`src/rtl/jpc_pkg.sv`:
```
package jpc_pkg;

  // Level decodes of the TAP state for the current TCK period
  typedef struct packed {
    logic capture;
    logic shift;
    logic update;
    logic idle;
  } tap_step_t;

endpackage

```
`src/rtl/jpc_rst_sync.sv`:
```
module jpc_rst_sync #(
  parameter int STAGES = 2
) (
  input  logic clk,
  input  logic arst_n,
  output logic rst_n_o
);

  logic [STAGES-1:0] chain_q;
  logic [STAGES-1:0] chain_d;

  generate
    if (STAGES == 1) begin : g_single
      always_comb chain_d = 1'b1;
    end else begin : g_chain
      always_comb chain_d = {chain_q[STAGES-2:0], 1'b1};
    end
  endgenerate

  always_ff @(posedge clk or negedge arst_n) begin
    if (!arst_n) chain_q <= '0;
    else         chain_q <= chain_d;
  end

  assign rst_n_o = chain_q[STAGES-1];

endmodule

```
`src/rtl/jpc_shift_stage.sv`:
```
module jpc_shift_stage
  import jpc_pkg::*;
#(
  parameter int W = 15
) (
  input  logic         tck,
  input  logic         rst_n,
  input  logic         sel,
  input  tap_step_t    step,
  input  logic         tdi,
  input  logic [W-1:0] par_in,
  output logic [W-1:0] par_out,
  output logic         tdo,
  output logic         tdo_en
);

  logic [W-1:0] sr_q, sr_d;
  logic         cap_en, sh_en, sr_en;
  logic         out_q, out_d;
  logic         oe_q, oe_d;

  // next state of the parallel-load / serial shift stage
  always_comb begin
    cap_en = sel & step.capture;
    sh_en  = sel & step.shift;
    sr_en  = cap_en | sh_en;
    sr_d   = sr_q;
    if (cap_en)     sr_d = par_in;
    else if (sh_en) sr_d = {tdi, sr_q[W-1:1]};
  end

  always_ff @(posedge tck or negedge rst_n) begin
    if (!rst_n)     sr_q <= '0;
    else if (sr_en) sr_q <= sr_d;
  end

  // falling-edge output stage
  always_comb begin
    out_d = sr_q[0];
    oe_d  = sh_en;
  end

  always_ff @(negedge tck or negedge rst_n) begin
    if (!rst_n) begin
      out_q <= 1'b0;
      oe_q  <= 1'b0;
    end else begin
      out_q <= out_d;
      oe_q  <= oe_d;
    end
  end

  assign par_out = sr_q;
  assign tdo     = oe_q & out_q;
  assign tdo_en  = oe_q;

endmodule

```
`src/rtl/jpc_cmd_shadow.sv`:
```
module jpc_cmd_shadow #(
  parameter int W = 15
) (
  input  logic         tck,
  input  logic         rst_n,
  input  logic         load,
  input  logic [W-1:0] d,
  output logic [W-1:0] q,
  output logic         valid
);

  logic [W-1:0] hold_q, hold_d;
  logic         vld_q, vld_d;

  always_comb begin
    hold_d = d;
    vld_d  = load;
  end

  always_ff @(posedge tck or negedge rst_n) begin
    if (!rst_n)    hold_q <= '0;
    else if (load) hold_q <= hold_d;
  end

  always_ff @(posedge tck or negedge rst_n) begin
    if (!rst_n) vld_q <= 1'b0;
    else        vld_q <= vld_d;
  end

  assign q     = hold_q;
  assign valid = vld_q;

endmodule

```
`src/rtl/jpc_exec_gen.sv`:
```
module jpc_exec_gen (
  input  logic tck,
  input  logic rst_n,
  input  logic sel,
  input  logic idle,
  output logic strobe
);

  logic live, live_q;
  logic fire_d, fire_q;

  always_comb begin
    live   = sel & idle;
    fire_d = live & ~live_q;
  end

  always_ff @(posedge tck or negedge rst_n) begin
    if (!rst_n) begin
      live_q <= 1'b0;
      fire_q <= 1'b0;
    end else begin
      live_q <= live;
      fire_q <= fire_d;
    end
  end

  assign strobe = fire_q;

endmodule

```
`src/rtl/jtag_pgm_cmd_reg.sv`:
```
module jtag_pgm_cmd_reg
  import jpc_pkg::*;
#(
  parameter int          CMD_W       = 15,
  parameter int          IR_W        = 4,
  parameter logic [3:0]  SEL_CODE    = 4'h5,
  parameter int          SYNC_STAGES = 2
) (
  input  logic             tck,
  input  logic             trst_n,
  input  logic [IR_W-1:0]  ir_code,
  input  logic             tap_capture_dr,
  input  logic             tap_shift_dr,
  input  logic             tap_update_dr,
  input  logic             tap_run_idle,
  input  logic             tdi,
  input  logic [CMD_W-1:0] result_i,
  output logic             tdo,
  output logic             tdo_en,
  output logic [CMD_W-1:0] cmd_q,
  output logic             cmd_valid,
  output logic             exec_strobe
);

  localparam logic [IR_W-1:0] SEL_MATCH = IR_W'(SEL_CODE);

  logic             rst_n;
  logic             sel;
  tap_step_t        step;
  logic [CMD_W-1:0] stage_val;

  always_comb begin
    sel          = (ir_code == SEL_MATCH);
    step.capture = tap_capture_dr;
    step.shift   = tap_shift_dr;
    step.update  = tap_update_dr;
    step.idle    = tap_run_idle;
  end

  jpc_rst_sync #(.STAGES(SYNC_STAGES)) u_rst (
    .clk     (tck),
    .arst_n  (trst_n),
    .rst_n_o (rst_n)
  );

  jpc_shift_stage #(.W(CMD_W)) u_stage (
    .tck     (tck),
    .rst_n   (rst_n),
    .sel     (sel),
    .step    (step),
    .tdi     (tdi),
    .par_in  (result_i),
    .par_out (stage_val),
    .tdo     (tdo),
    .tdo_en  (tdo_en)
  );

  jpc_cmd_shadow #(.W(CMD_W)) u_shadow (
    .tck   (tck),
    .rst_n (rst_n),
    .load  (sel & step.update),
    .d     (stage_val),
    .q     (cmd_q),
    .valid (cmd_valid)
  );

  jpc_exec_gen u_exec (
    .tck    (tck),
    .rst_n  (rst_n),
    .sel    (sel),
    .idle   (step.idle),
    .strobe (exec_strobe)
  );

endmodule

```
`config.mk`:
```
export PLATFORM = sky130hd
export DESIGN_NAME = jtag_pgm_cmd_reg
export DESIGN_NICKNAME = d
export VERILOG_FILES = /design/src/rtl/jpc_pkg.sv /design/src/rtl/jpc_rst_sync.sv /design/src/rtl/jpc_shift_stage.sv /design/src/rtl/jpc_cmd_shadow.sv /design/src/rtl/jpc_exec_gen.sv /design/src/rtl/jtag_pgm_cmd_reg.sv
export SDC_FILE = /design/constraint.sdc
export NUM_CORES = 1
export LEC_CHECK = 0
export ABC_AREA = 1
export BUFFER_PORTS_ARGS = -buffer_cell sky130_fd_sc_hd__buf_2
export CELL_PAD_IN_SITES_DETAIL_PLACEMENT = 0
export CELL_PAD_IN_SITES_GLOBAL_PLACEMENT = 2
export CORE_MARGIN = 2
export CORE_UTILIZATION = 27
export CTS_BUF_LIST = sky130_fd_sc_hd__clkbuf_8 sky130_fd_sc_hd__clkbuf_16
export CTS_CLUSTER_DIAMETER = 100
export DETAILED_ROUTE_END_ITERATION = 12
export PLACE_DENSITY = 0.73
export REMOVE_ABC_BUFFERS = 1
export SYNTH_ARGS = -nofsm -noshare
export SYNTH_HDL_FRONTEND = slang
export SYNTH_SLANG_ARGS = --single-unit
```
`constraint.sdc`:
```
create_clock -name tck -period 1.14 [get_ports tck]
set_clock_uncertainty 0.1 [all_clocks]
set_input_delay 0.228 -clock tck [delete_from_list [all_inputs] [get_ports tck]]
set_output_delay 0.228 -clock tck [all_outputs]
set_load 0.02 [all_outputs]
```
==> results_dict.tcl <==
set metrics [dict create \
    r2r-start "u_stage.par_out[0]$_DFFE_PN0P_" \
    wire_per_inst_microns 12.33 \
    cp-start-kind "flip-flop" \
    ir_drop_uv 603.1 \
    grt_use_total 0.1298 \
    clock-root-buffer "clkbuf_8" \
    grt_remaining_overflow 0 \
    final_util 0.3848 \
    num_rows 29 \
    ys.warnings.count 0 \
    grt_pass1_vias 1556 \
    clock_latency_ns 0.28 \
    drv_slew 0 \
    die_w_microns 85.04 \
    hold_start "result_i[1]" \
    diodes 0 \
    placed_cell_area_sq_um 2178 \
    grt_pass1_wl_microns 7438 \
    crit_buf_inv 2 \
    antenna_found_initial 0 \
    crit_arrival_ns 1.47 \
    crit_family "flip-flops" \
    drt_iter0_markers 97 \
    clockBufferDepth 2 \
    regArea_sq_um 925.9 \
    yosysMostFrequentCell "nand2_1" \
    violations "setup timing" \
    worstPathRequired_ns 0.81 \
    seq_area_frac_synth 0.5222 \
    drive_gt1_frac 0.3481 \
    ant_nets 0 \
    crit_path_max_incr_delay_ns 0.41 \
    outcome "finished with violations" \
    cts_tree "yes" \
    dr_wl_met2_microns 2001 \
    setup.worst_path.class "reg2out" \
    synth_cells 205 \
    dieArea_sq_um 7231 \
    cts.sinks 37 \
    portBuffers 44 \
    p_leak_nw 1.367 \
    final_cell_area_sq_um 2444 \
    drt-vias-per-instance 4.401 \
    syn_to_final_growth_pct 37.83 \
    cp_cell_sequence "nand2_2 > inv_2 > buf_6" \
    final_nets 295 \
    synth-xor-area-share 0 \
    num_vias 1527 \
    htreeDepth 2 \
    maxCapViolCount 0 \
    fillers 655 \
    end_kind "primary output" \
    top_layer "met4" \
    synthTopCellsByArea "dfrtp_1 (49%), nand2_1 (17%), nand3_2 (6.2%)" \
    synth_enable_flop_cells 0 \
    drt_first_pass_iters 4 \
    hold_path.class "in2reg" \
    core-area_sq_um 6350 \
    async_reset_ff_frac 1.000 \
    ys_types 23 \
    finalWirelength_microns 4279 \
    multi_input_area_sq_um 698.2 \
    syn_area_sq_um 1773 \
    drcViolationCount 0 \
    numCtsBuffers 5 \
    place.gp.congestion 0.7418 \
    die-height_microns 85.04 \
    wl_met3_microns 189 \
    synth_mux_area_frac 0 \
    finalHoldViolCount 0 \
    p_per_area_nw_per_um2 1535 \
    hpwl_microns 3067 \
    synth_adder_area_share 0 \
    synth_compound_area_frac 0.04517 \
    boundaryPins 45 \
    cp_slowest_cell "dfrtn_1" \
    synth_top_family_by_area "simple AND/OR/NAND/NOR gates" \
    synth_top_cells_by_count "nand2_1 (79), dfrtp_1 (35), inv_1 (17)" \
    syn_area_per_cell_sq_um 8.649 \
    cp_max_fo 2 \
    yosys_register_bits 37 \
    clk_pin_slew_ns 0.07 \
    worst_slack_ns -0.6601 \
    synth_top_cell_by_area "dfrtp_1" \
    grt_max_degree 30 \
    setup_viol 5 \
    rsz0062_at_grt "true" \
    synth_ff_type "dfrtp_1" \
    yosys.area.top_type_share 0.4940 \
    wl_met1_microns 2037 \
    initial_core_util 0.2792 \
    yosys.area_share.simple 0.3451 \
    critical_path.startpoint "u_stage.tdo_en$_DFF_NN0_" \
]
==> routing by layer <==
| metal | up-vias | GRT usage |
|---|---|---|
| li1 | 782 | - |
| met5 | - | 0 |
| met1 | 708 | 0.1664 |
| met2 | 32 | 0.2188 |
| met3 | 5 | 0.02918 |
| met4 | 0 | 0.03896 |
==> worst paths after layout <==
kind	cells after the start	slack [ns]	endpoint
max	3	-0.66	tdo
min	3	0.08	u_stage.par_out[1]$_DFFE_PN0P_
max reg2reg	0	-0.05	u_stage.out_q$_DFF_NN0_
min reg2reg	1	0.18	u_exec.strobe$_DFF_PN0_
max in group asynchronous	0	0.36	u_stage.out_q$_DFF_NN0_
min in group asynchronous	2	0.15	u_rst.chain_q[0]$_DFF_PN0_
==> power by group <==
part | total [W] | internal [W] | leakage, nW | switching, W
combinational | 0.00106 | 0.000556 | 0.846 | 0.000500
sequential | 0.00183 | 0.00160 | 0.473 | 0.000225
clock | 0.000865 | 0.000415 | 0.0491 | 0.000450
==> cell usage in the layout (no fill, tap or decap), types with 2 or more instances in the layout <==
cell type / count
dfrtn_1: 2
clkinv_2: 2
o21a_1: 2
clkbuf_8: 5
buf_6: 18
buf_2: 26
nand2_1: 78
buf_4: 19
inv_1: 17
nand3_1: 12
nand3_2: 11
o21ai_0: 9
buf_12: 3
o21ai_1: 4
inv_2: 3
nor2_1: 3
nand4_1: 11
dfrtp_1: 35
==> flip-flops by register name, indices dropped and copies added (netlist names) <==
register,cells
u_stage.par_out,15
u_stage.out_q,1
u_shadow.valid,1
u_rst.chain_q,2
u_exec.live_q,1
u_exec.strobe,1
u_shadow.q,15
u_stage.tdo_en,1
==> cell type report <==
type | instances | share of cell area
inverters | 20 | 0.03277
clock buffers | 5 | 0.02816
clock inverters | 3 | 0.005632
well taps | 77 | 0.03943
multi-input cells | 137 | 0.2857
flip-flops and latches | 37 | 0.3789
repair buffers | 68 | 0.2294
==> cell families (layout without fill, tap and decap cells) <==
kind of cell    after synthesis  after routing
flops                        37             37
compound gates               15             15
other cells                   1              1
simple gates                121            121
buf+inv                      31             96
==> through the flow <==
step / total power (W) / setup TNS [ns] / hold WS (ns) / setup slack [ns] / instances
global placement: 0.002646 / -7.729 / -0.08789 / -0.3737 / 332
detailed placement: 0.002663 / -7.794 / -0.08382 / -0.3750 / 332
global route: 0.003992 / -1.986 / 0.07031 / -0.7289 / 347
floorplan: 0.002305 / -9.027 / -0.1676 / -0.5933 / 194
finish: 0.003750 / -1.345 / 0.07584 / -0.6601 / 347
CTS: 0.003791 / -1.483 / 0.06951 / -0.6691 / 344
==> what timing repair did <==
action                     in CTS  in global routing
resized for setup              34                 13
pin swaps                       1                  1
setup endpoints to repair      19                 42
hold buffers                    1                  0
hold endpoints to repair        2                  0
buffers inserted                3                  3
(Power assumes the default switching activity.)
